$ cat src/rtl/irq_pkg.sv
package irq_pkg;
  localparam int unsigned IRQ_N_USR = 4;
  localparam int unsigned IRQ_N_TC  = 4;
endpackage

$ cat src/rtl/irq_edge_det.sv
module irq_edge_det #(
  parameter int unsigned N = 8
) (
  input  logic         clk_i,
  input  logic         rst_ni,
  input  logic [N-1:0] src_i,
  output logic [N-1:0] rise_o
);
  for (genvar k = 0; k < N; k++) begin : g_bit
    logic prev_q;
    always_ff @(posedge clk_i or negedge rst_ni) begin
      if (!rst_ni) prev_q <= 1'b0;
      else         prev_q <= src_i[k];
    end
    assign rise_o[k] = src_i[k] & ~prev_q;
  end
endmodule

$ cat src/rtl/irq_pend.sv
module irq_pend #(
  parameter int unsigned N  = 8,
  parameter int unsigned VW = $clog2(N)
) (
  input  logic          clk_i,
  input  logic          rst_ni,
  input  logic [N-1:0]  rise_i,
  input  logic [N-1:0]  edge_i,
  input  logic          clr_i,
  input  logic [VW-1:0] clr_idx_i,
  output logic [N-1:0]  pend_o
);
  for (genvar k = 0; k < N; k++) begin : g_pend
    logic set_w, clr_w;
    assign set_w = rise_i[k] & edge_i[k];
    assign clr_w = clr_i && (clr_idx_i == VW'(k));
    // new edge beats a clear in the same cycle
    always_ff @(posedge clk_i or negedge rst_ni) begin
      if (!rst_ni)    pend_o[k] <= 1'b0;
      else if (set_w) pend_o[k] <= 1'b1;
      else if (clr_w) pend_o[k] <= 1'b0;
    end


    pend_set_chk: assert property (@(posedge clk_i) disable iff (!rst_ni)
      rise_i[k] && edge_i[k] |=> pend_o[k]);

    pend_keep_chk: assert property (@(posedge clk_i) disable iff (!rst_ni)
      clr_i && clr_idx_i != VW'(k) && pend_o[k] |=> pend_o[k]);
  end


  pend_clr_chk: assert property (@(posedge clk_i) disable iff (!rst_ni)
    clr_i && !rise_i[clr_idx_i] |=> !pend_o[$past(clr_idx_i)]);
endmodule

$ cat src/rtl/irq_prio_enc.sv
module irq_prio_enc #(
  parameter int unsigned N  = 8,
  parameter int unsigned VW = $clog2(N)
) (
  input  logic [N-1:0]  req_i,
  output logic [VW-1:0] vec_o,
  output logic          any_o
);
  always_comb begin
    vec_o = '0;
    any_o = 1'b0;
    for (int k = N - 1; k >= 0; k--) begin
      if (req_i[k]) begin
        vec_o = VW'(k);
        any_o = 1'b1;
      end
    end
  end

  always_comb begin
    if (any_o) begin

      enc_pick_chk: assert (req_i[vec_o]);

      enc_top_chk: assert ((req_i & ((N'(1) << vec_o) - N'(1))) == '0);
    end
  end
endmodule

$ cat src/rtl/irq_prio_ctrl.sv
module irq_prio_ctrl
  import irq_pkg::*;
#(
  parameter int unsigned N_USR = IRQ_N_USR,
  parameter int unsigned N_TC  = IRQ_N_TC,
  localparam int unsigned N_SRC = N_USR + N_TC,
  localparam int unsigned VW    = $clog2(N_SRC)
) (
  input  logic             clk_i,
  input  logic             rst_ni,
  input  logic [N_USR-1:0] usr_irq_i,
  input  logic [N_TC-1:0]  tc_i,
  input  logic [N_SRC-1:0] mask_i,
  input  logic [N_SRC-1:0] edge_i,
  input  logic             rd_i,
  output logic [VW-1:0]    vec_o,
  output logic             irq_o
);
  logic [N_SRC-1:0] src_w, rise_w, pend_q, eff_w, req_w;

  assign src_w = {tc_i, usr_irq_i};

  irq_edge_det #(.N(N_SRC)) u_edge (
    .clk_i  (clk_i),
    .rst_ni (rst_ni),
    .src_i  (src_w),
    .rise_o (rise_w)
  );

  // vector sampled at the strobe selects the clear target
  irq_pend #(.N(N_SRC), .VW(VW)) u_pend (
    .clk_i     (clk_i),
    .rst_ni    (rst_ni),
    .rise_i    (rise_w),
    .edge_i    (edge_i),
    .clr_i     (rd_i & irq_o),
    .clr_idx_i (vec_o),
    .pend_o    (pend_q)
  );

  assign eff_w = (pend_q & edge_i) | (src_w & ~edge_i);
  assign req_w = eff_w & ~mask_i;

  irq_prio_enc #(.N(N_SRC), .VW(VW)) u_enc (
    .req_i (req_w),
    .vec_o (vec_o),
    .any_o (irq_o)
  );

  for (genvar k = 0; k < N_SRC; k++) begin : g_lvl

    lvl_req_chk: assert property (@(posedge clk_i) disable iff (!rst_ni)
      !edge_i[k] && src_w[k] && !mask_i[k] |-> irq_o);

    mask_hide_chk: assert property (@(posedge clk_i) disable iff (!rst_ni)
      mask_i[k] && irq_o |-> vec_o != VW'(k));
  end


  idle_vec_chk: assert property (@(posedge clk_i) disable iff (!rst_ni)
    !irq_o |-> vec_o == '0);
endmodule

$ cat config.mk
export PLATFORM = sky130hd
export DESIGN_NAME = irq_prio_ctrl
export DESIGN_NICKNAME = d
export VERILOG_FILES = /design/src/rtl/irq_pkg.sv /design/src/rtl/irq_edge_det.sv /design/src/rtl/irq_pend.sv /design/src/rtl/irq_prio_enc.sv /design/src/rtl/irq_prio_ctrl.sv
export SDC_FILE = /design/constraint.sdc
export NUM_CORES = 1
export LEC_CHECK = 0
export BUFFER_PORTS_ARGS = -buffer_cell sky130_fd_sc_hd__clkbuf_2
export CAP_MARGIN = 20
export CORE_MARGIN = 3
export CORE_UTILIZATION = 43
export CTS_CLUSTER_DIAMETER = 30
export CTS_CLUSTER_SIZE = 14
export DETAILED_ROUTE_END_ITERATION = 7
export PLACE_DENSITY = 0.71
export SLEW_MARGIN = 10
export SYNTH_ARGS = -nofsm -noshare
export SYNTH_HDL_FRONTEND = slang
export SYNTH_SLANG_ARGS = --single-unit
$ cat constraint.sdc
create_clock -name clk_i -period 1.37 [get_ports clk_i]
set_input_delay 0.0685 -clock clk_i [delete_from_list [all_inputs] [get_ports clk_i]]
set_output_delay 0.0685 -clock clk_i [all_outputs]
set_load 0.005 [all_outputs]
==> results of run 1 <==
[state kept, by name, indices dropped and copies added, names as in the netlist]
register             flops
u_edge.g_bit.prev_q      8
u_pend.pend_o            8
[layout make-up]
| cell class | count | area (um^2) | area share |
|---|---|---|---|
| inverters | 3 | 11.3 | 0.00823 |
| flip-flops and latches | 16 | 400 | 0.293 |
| multi-input cells | 59 | 526 | 0.384 |
| well taps | 25 | 31.3 | 0.0229 |
| clock buffers | 4 | 36.3 | 0.0265 |
| repair buffers | 54 | 364 | 0.266 |
[tightest hold or removal path, cell delays in order]
cell and delay [ns]:
clkbuf_2 0.10, nand2_1 0.06, o2bb2ai_1 0.06
[power breakdown]
group / leakage [nW] / switching, W / internal [W]
Combinational: 0.427 / 0.000243 / 0.000310
Clock: 0.0210 / 0.000153 / 0.000162
Sequential: 0.176 / 0.0000432 / 0.000533
Total: 0.623 / 0.000440 / 0.00101
[per-layer routing]
layer  wire, um  part of all wire  GRT usage  vias to the layer above
met5          0                 0          0                        -
li1           -                 -          -                      411
met3        107             0.050     0.0445                        7
met4         44             0.021     0.0538                        0
met2       1040              0.49      0.274                       23
met1        941              0.44      0.246                      398
[kinds of logic after synthesis]
family | after synthesis | share of synthesized area
flip-flops | 16 | 0.472
AO/OA/AOI/OAI | 22 | 0.229
buffers and inverters | 3 | 0.0133
AND/OR/NAND/NOR | 28 | 0.168
multiplexers | 9 | 0.118
[stage by stage]
step                      hold WS [ns]  setup TNS [ns]  utilization  total power [W]
after detailed placement        0.0152          -0.320        0.601         0.000954
after global routing            0.0263           -2.30        0.760          0.00153
after global placement         0.00866          -0.295        0.601         0.000942
after CTS                      0.00637           -1.75        0.732          0.00140
after floorplan                 -0.227               0            -         0.000784
final                           0.0205           -1.55        0.760          0.00145
[how the worst max path moves through the flow]
stage | endpoint | slack, ns | cells after the start
after floorplan | u_pend.pend_o[7] | 0.003 | 5
after global placement | u_pend.pend_o[3] | -0.07 | 5
after detailed placement | u_pend.pend_o[7] | -0.08 | 5
after CTS | vec_o[1] | -0.25 | 6
after global routing | vec_o[2] | -0.36 | 6
final | vec_o[0] | -0.25 | 5
[cells in the final DEF (no fill, tap or decap), types with 2 or more instances in the layout]
cell / Yosys / layout
dlygate4sd3_1: 0 / 9
nor2_1: 3 / 2
inv_1: 3 / 3
clkbuf_4: 0 / 3
o22ai_2: 2 / 2
nor2b_2: 0 / 2
mux2i_2: 2 / 4
o21ai_0: 4 / 4
nand2_1: 9 / 9
o22ai_1: 3 / 2
o211ai_1: 2 / 2
nand2b_1: 2 / 2
buf_6: 0 / 3
buf_4: 0 / 12
o2bb2ai_1: 4 / 4
nand4_1: 2 / 2
dfrtp_1: 16 / 16
clkbuf_2: 0 / 29
mux2i_4: 0 / 2
nor2_2: 3 / 3
mux2_4: 0 / 2
[synth_stat cells (2+ instances only)]
cell	instances
nand2b_1	2
nand4_1	2
mux2i_2	2
o2bb2ai_1	4
inv_1	3
o22ai_2	2
nor3_1	2
nand2_1	9
nor2_1	3
o22ai_1	3
dfrtp_1	16
nor2b_1	3
mux2_1	2
o211ai_1	2
mux2i_1	5
o21ai_0	4
nor2_2	3
[repair_timing]
action                     in CTS  in global routing
hold endpoints to repair       24                  0
hold buffers                    9                  0
setup endpoints to repair      10                 10
pin swaps                       6                 11
setup buffers                   6                  2
gates resized for setup        12                 10
==> run_results.csv, run 1 <==
group,metric,value,unit
status,outcome,"finished, violations left",
status,violations,"negative setup slack",
cells_and_area,final_cell_count_no_fill,161,
cts,cts_tree,"yes",
drt,drc,0,
yosys,synth_area_per_cell,10.9,um^2
drt,drtIter0Drc,11,
yosys,synth-seq-area-share,0.472,
cells_and_area,nets,164,
drt,vias,839,
sta,hold_violations,0,
yosys,ys.flop_type,"dfrtp_1",
critical_path,critPathRequiredTime,1.30,ns
cts,clockBufferDepth,2,
placed_design,dp_hpwl,1.49,mm
critical_path,r2r_slack,-0.14,ns
drt,firstDrtPassIters,4,
yosys,synth_edf_count,0,
drt,wl_per_cell,13.3,um
critical_path,endpoint_kind,"primary output",
pwr,vdd_ir_drop_max,0.712,mV
yosys,synth_seq_cells,16,
sta,finalCritPeriodShare,1.19,
cts,cts.clk_slew.worst_paths,0.09,ns
global_routing,grt_pass1_wl,3.42,mm
critical_path,cp_max_fo,2,
cells_and_area,antenna_cells,0,
job,drv_cap,0,
yosys,synth_cells,78,
drt,vias_per_cell,5.21,
critical_path,cpMaxStageDelayCell,"dfrtp_1",
cts,clk_latency,0.29,ns
critical_path,crit_start,"u_pend.pend_o[4]",
sta,clock_skew,0.00243,ns
floorplanning,fp.dieW,50.4,um
pwr,p_leak,0.623,nW
placed_design,port_buffers,30,
min_path,min_to,"u_pend.pend_o[6]",
placed_design,place_ws,-0.0787,ns
yosys,syn_nets,105,
cts,cts_made_buffers,3,
floorplanning,io_pins,31,
floorplanning,core_region_area,1800,um^2
floorplanning,fp.dieArea,2540,um^2
global_routing,grt_use_total,0.178,
placed_design,place.gp.congestion,0.732,
yosys,syn_area,848,um^2
critical_path,cp.arrival,1.56,ns
drt,antenna_left,0,
cts,clkSinkCount,16,
critical_path,critPathTopFamily,"compound AO/OA/AOI/OAI gates",
yosys,synthTopCellsByArea,"dfrtp_1, mux2i_1, o2bb2ai_1",
cells_and_area,fin_area,1370,um^2
critical_path,reg2reg_from,"u_pend.pend_o[2]",
pwr,powerDensity,1060,nW/um^2
sta,setup_ws,-0.255,ns
cells_and_area,syn_to_final_growth,61.4,%
floorplanning,fp-row-count,15,
placed_design,placed_cells,140,
sta,finalCriticalPeriod,1.62,ns
critical_path,critPathMaxStageDelay,0.40,ns
critical_path,worstSetupPathType,"flop to primary output",
global_routing,grt_pass1_vias,785,
critical_path,crit_buf_inv,1,
yosys,synth_area_leader_cell,"dfrtp_1",
cts,clockRootBuffer,"clkbuf_4",
sta,max_freq,616,MHz
sta,grt_setup_unrepaired,"yes",
cts,cts-htree-levels,1,
critical_path,critPathLaunchType,"flop",
critical_path,rr_worst_depth,6,
critical_path,cp_cell_sequence,"mux2i_2, o22ai_1, a211o_4, nand2_4, clkbuf_2",
sta,drv_slew,0,
sta,tightest_slew,0.409,ns
floorplanning,start_util,0.471,
min_path,min_path_type,"input port to flop",
cells_and_area,drive_above_1_share,0.544,
global_routing,antenna_found_initial,0,
yosys,yosysUniqueCellTypes,28,
global_routing,grt_max_degree,17,
yosys,synth_top_area_share,0.472,
min_path,hold_path_depth,3,
min_path,holdCritStartpoint,"tc_i[2]",
critical_path,r2r-end,"u_pend.pend_o[3]",
sta,finalSetupViolCount,10,
sta,max_slew_margin,0.728,
yosys,synth_warnings,0,
drt,totalWireLength,2.14,mm
placed_design,place_area,1080,um^2
cells_and_area,final.fill_count,126,
global_routing,overflow,0,
floorplanning,die-height,50.4,um
yosys,synth_async_sr_flop_share,1.00,
Note: power is estimated with default switching activity, not from simulation.
==> inputs of run 2 (changes only) <==
RECOVER_POWER = 25   (was unset)
==> run 2 against run 1 <==
The run still ends with negative setup slack left. Clock power about the same. Cell count unchanged. Register-to-register slack about the same. Die area unchanged. Design area down 0.55%. Total power is 0.19% lower. Global-route usage did not move. Combinational power about the same. Critical endpoint unchanged. Largest power group unchanged. Highest routed layer unchanged.
==> run_results.csv, run 2 (synthesis results as in run 1) <==
group,metric,value,unit
status,outcome,"finished, violations left",
status,violations,"negative setup slack",
drt,firstDrtPassIters,4,
job,drv_cap,0,
global_routing,grt_pass1_vias,785,
cells_and_area,layout_commonest_cell,"clkbuf_2",
global_routing,antenna_found_initial,0,
cts,cts-htree-levels,1,
min_path,min_path_type,"input port to flop",
critical_path,r2r-end,"u_pend.pend_o[3]",
sta,grt_setup_unrepaired,"yes",
cells_and_area,final_cell_mix,"clkbuf_2, dfrtp_1, buf_4, nand2_1, dlygate4sd3_1",
critical_path,cp_max_fo,2,
critical_path,cp.arrival,1.55,ns
cts,cts_tree,"yes",
cts,clockBufferDepth,2,
global_routing,grt_use_total,0.178,
global_routing,grt_max_degree,17,
critical_path,rr_worst_depth,6,
pwr,p_leak,0.606,nW
sta,finalCritPeriodShare,1.18,
sta,setup_ws,-0.253,ns
placed_design,port_buffers,30,
cells_and_area,final.fill_count,126,
min_path,holdCritStartpoint,"tc_i[2]",
drt,drtIter0Drc,10,
critical_path,critPathMaxStageDelay,0.40,ns
critical_path,critPathRequiredTime,1.30,ns
floorplanning,fp.dieArea,2540,um^2
floorplanning,start_util,0.471,
global_routing,grt_util_met1,0.246,
cells_and_area,nets,164,
sta,finalSetupViolCount,10,
cts,clkSinkCount,16,
sta,tightest_slew,0.409,ns
placed_design,dp_hpwl,1.49,mm
global_routing,busiest_layer,"met2",
critical_path,worstSetupPathType,"flop to primary output",
sta,hold_slack,0.0250,ns
cells_and_area,antenna_cells,0,
placed_design,place_area,1080,um^2
drt,antenna_left,0,
cells_and_area,drive_above_1_share,0.500,
cts,cts.clk_slew.worst_paths,0.09,ns
critical_path,cp-endpoint,"vec_o[0]",
critical_path,r2r_slack,-0.14,ns
cells_and_area,fin_area,1360,um^2
placed_design,place_ws,-0.0787,ns
pwr,power.total,0.00144,W
sta,max_slew_margin,0.728,
floorplanning,fp-row-count,15,
placed_design,place.gp.congestion,0.732,
drt,vias,835,
global_routing,overflow,0,
sta,hold_violations,0,
cts,cts_made_buffers,3,
sta,finalCriticalPeriod,1.62,ns
cells_and_area,syn_to_final_growth,60.5,%
global_routing,grt_pass1_wl,3.42,mm
global_routing,use_met3,0.0445,
sta,tns,-1.55,ns
drt,drc,0,
cells_and_area,top_regs,"u_edge.g_bit.prev_q: 8 flops, u_pend.pend_o: 8 flops",
global_routing,grt_use_met2,0.274,
pwr,vdd_ir_drop_max,0.710,mV
cts,clockRootBuffer,"clkbuf_4",
critical_path,critPathLaunchType,"flop",
critical_path,endpoint_kind,"primary output",
drt,wl_per_cell,13.3,um
critical_path,cpMaxStageDelayCell,"dfrtp_1",
floorplanning,fp.dieW,50.4,um
sta,max_freq,616,MHz
cts,clk_latency,0.29,ns
critical_path,crit_start,"u_pend.pend_o[4]",
sta,clock_skew,0.00248,ns
sta,drv_slew,0,
critical_path,cp_cell_sequence,"mux2i_2, o22ai_1, a211o_4, nand2_4, clkbuf_2",
drt,totalWireLength,2.14,mm
floorplanning,die-height,50.4,um
floorplanning,io_pins,31,
critical_path,reg2reg_from,"u_pend.pend_o[2]",
drt,vias_per_cell,5.19,
pwr,powerDensity,1060,nW/um^2
floorplanning,core_region_area,1800,um^2
run 2: what timing repair did:
item / CTS / global route
resized for setup: 12 / 10
buffers inserted: 6 / 2
hold endpoints to repair: 24 / 0
endpoints found under the setup margin: 10 / 10
hold buffers: 9 / 0
pin swaps: 6 / 11
run 2: where the power goes:
group	internal (W)	switching (W)	total (W)
Sequential	0.000533	0.0000432	0.000576
Combinational	0.000307	0.000243	0.000550
Clock	0.000162	0.000153	0.000315
run 2: worst max-delay path, delay by kind of cell (launching register included):
family                 cells  cell delay [ns]
AOI/OAI and AO/OA          2             0.49
DFF                        1             0.40
buffers and inverters      1             0.11
and+or+nand+nor            1             0.07
muxes                      1             0.20
run 2: how the worst min path moves through the flow:
| stage | slack (ns) | cells after the start | to |
|---|---|---|---|
| detailed placement | 0.02 | 1 | u_edge.g_bit[6].prev_q |
| floorplan | -0.23 | 0 | u_edge.g_bit[0].prev_q |
| global placement | 0.009 | 1 | u_edge.g_bit[6].prev_q |
| global route | 0.03 | 3 | u_pend.pend_o[4] |
| CTS | 0.006 | 3 | u_pend.pend_o[4] |
| finish | 0.02 | 3 | u_pend.pend_o[6] |
run 2: layer usage:
metal  vias up  wire [um]
li1        406          -
met1       399        942
met2        23       1050
met3         7        108
met4         0         44
met5         -          0
run 2: area by class of cell:
type / count / area, um^2 / share of cell area
clock buffer: 4 / 36.3 / 0.0267
sequential: 16 / 400 / 0.294
tap: 25 / 31.3 / 0.0230
inverter: 3 / 11.3 / 0.00827
timing repair buffer: 54 / 357 / 0.262
multi-input combinational: 59 / 526 / 0.386
run 2: stage by stage:
stage,std cells,util
2_1_floorplan,78,-
3_3_place_gp,140,0.601
6_report,161,0.756
3_5_place_dp,140,0.601
5_1_grt,161,0.756
4_1_cts,159,0.732
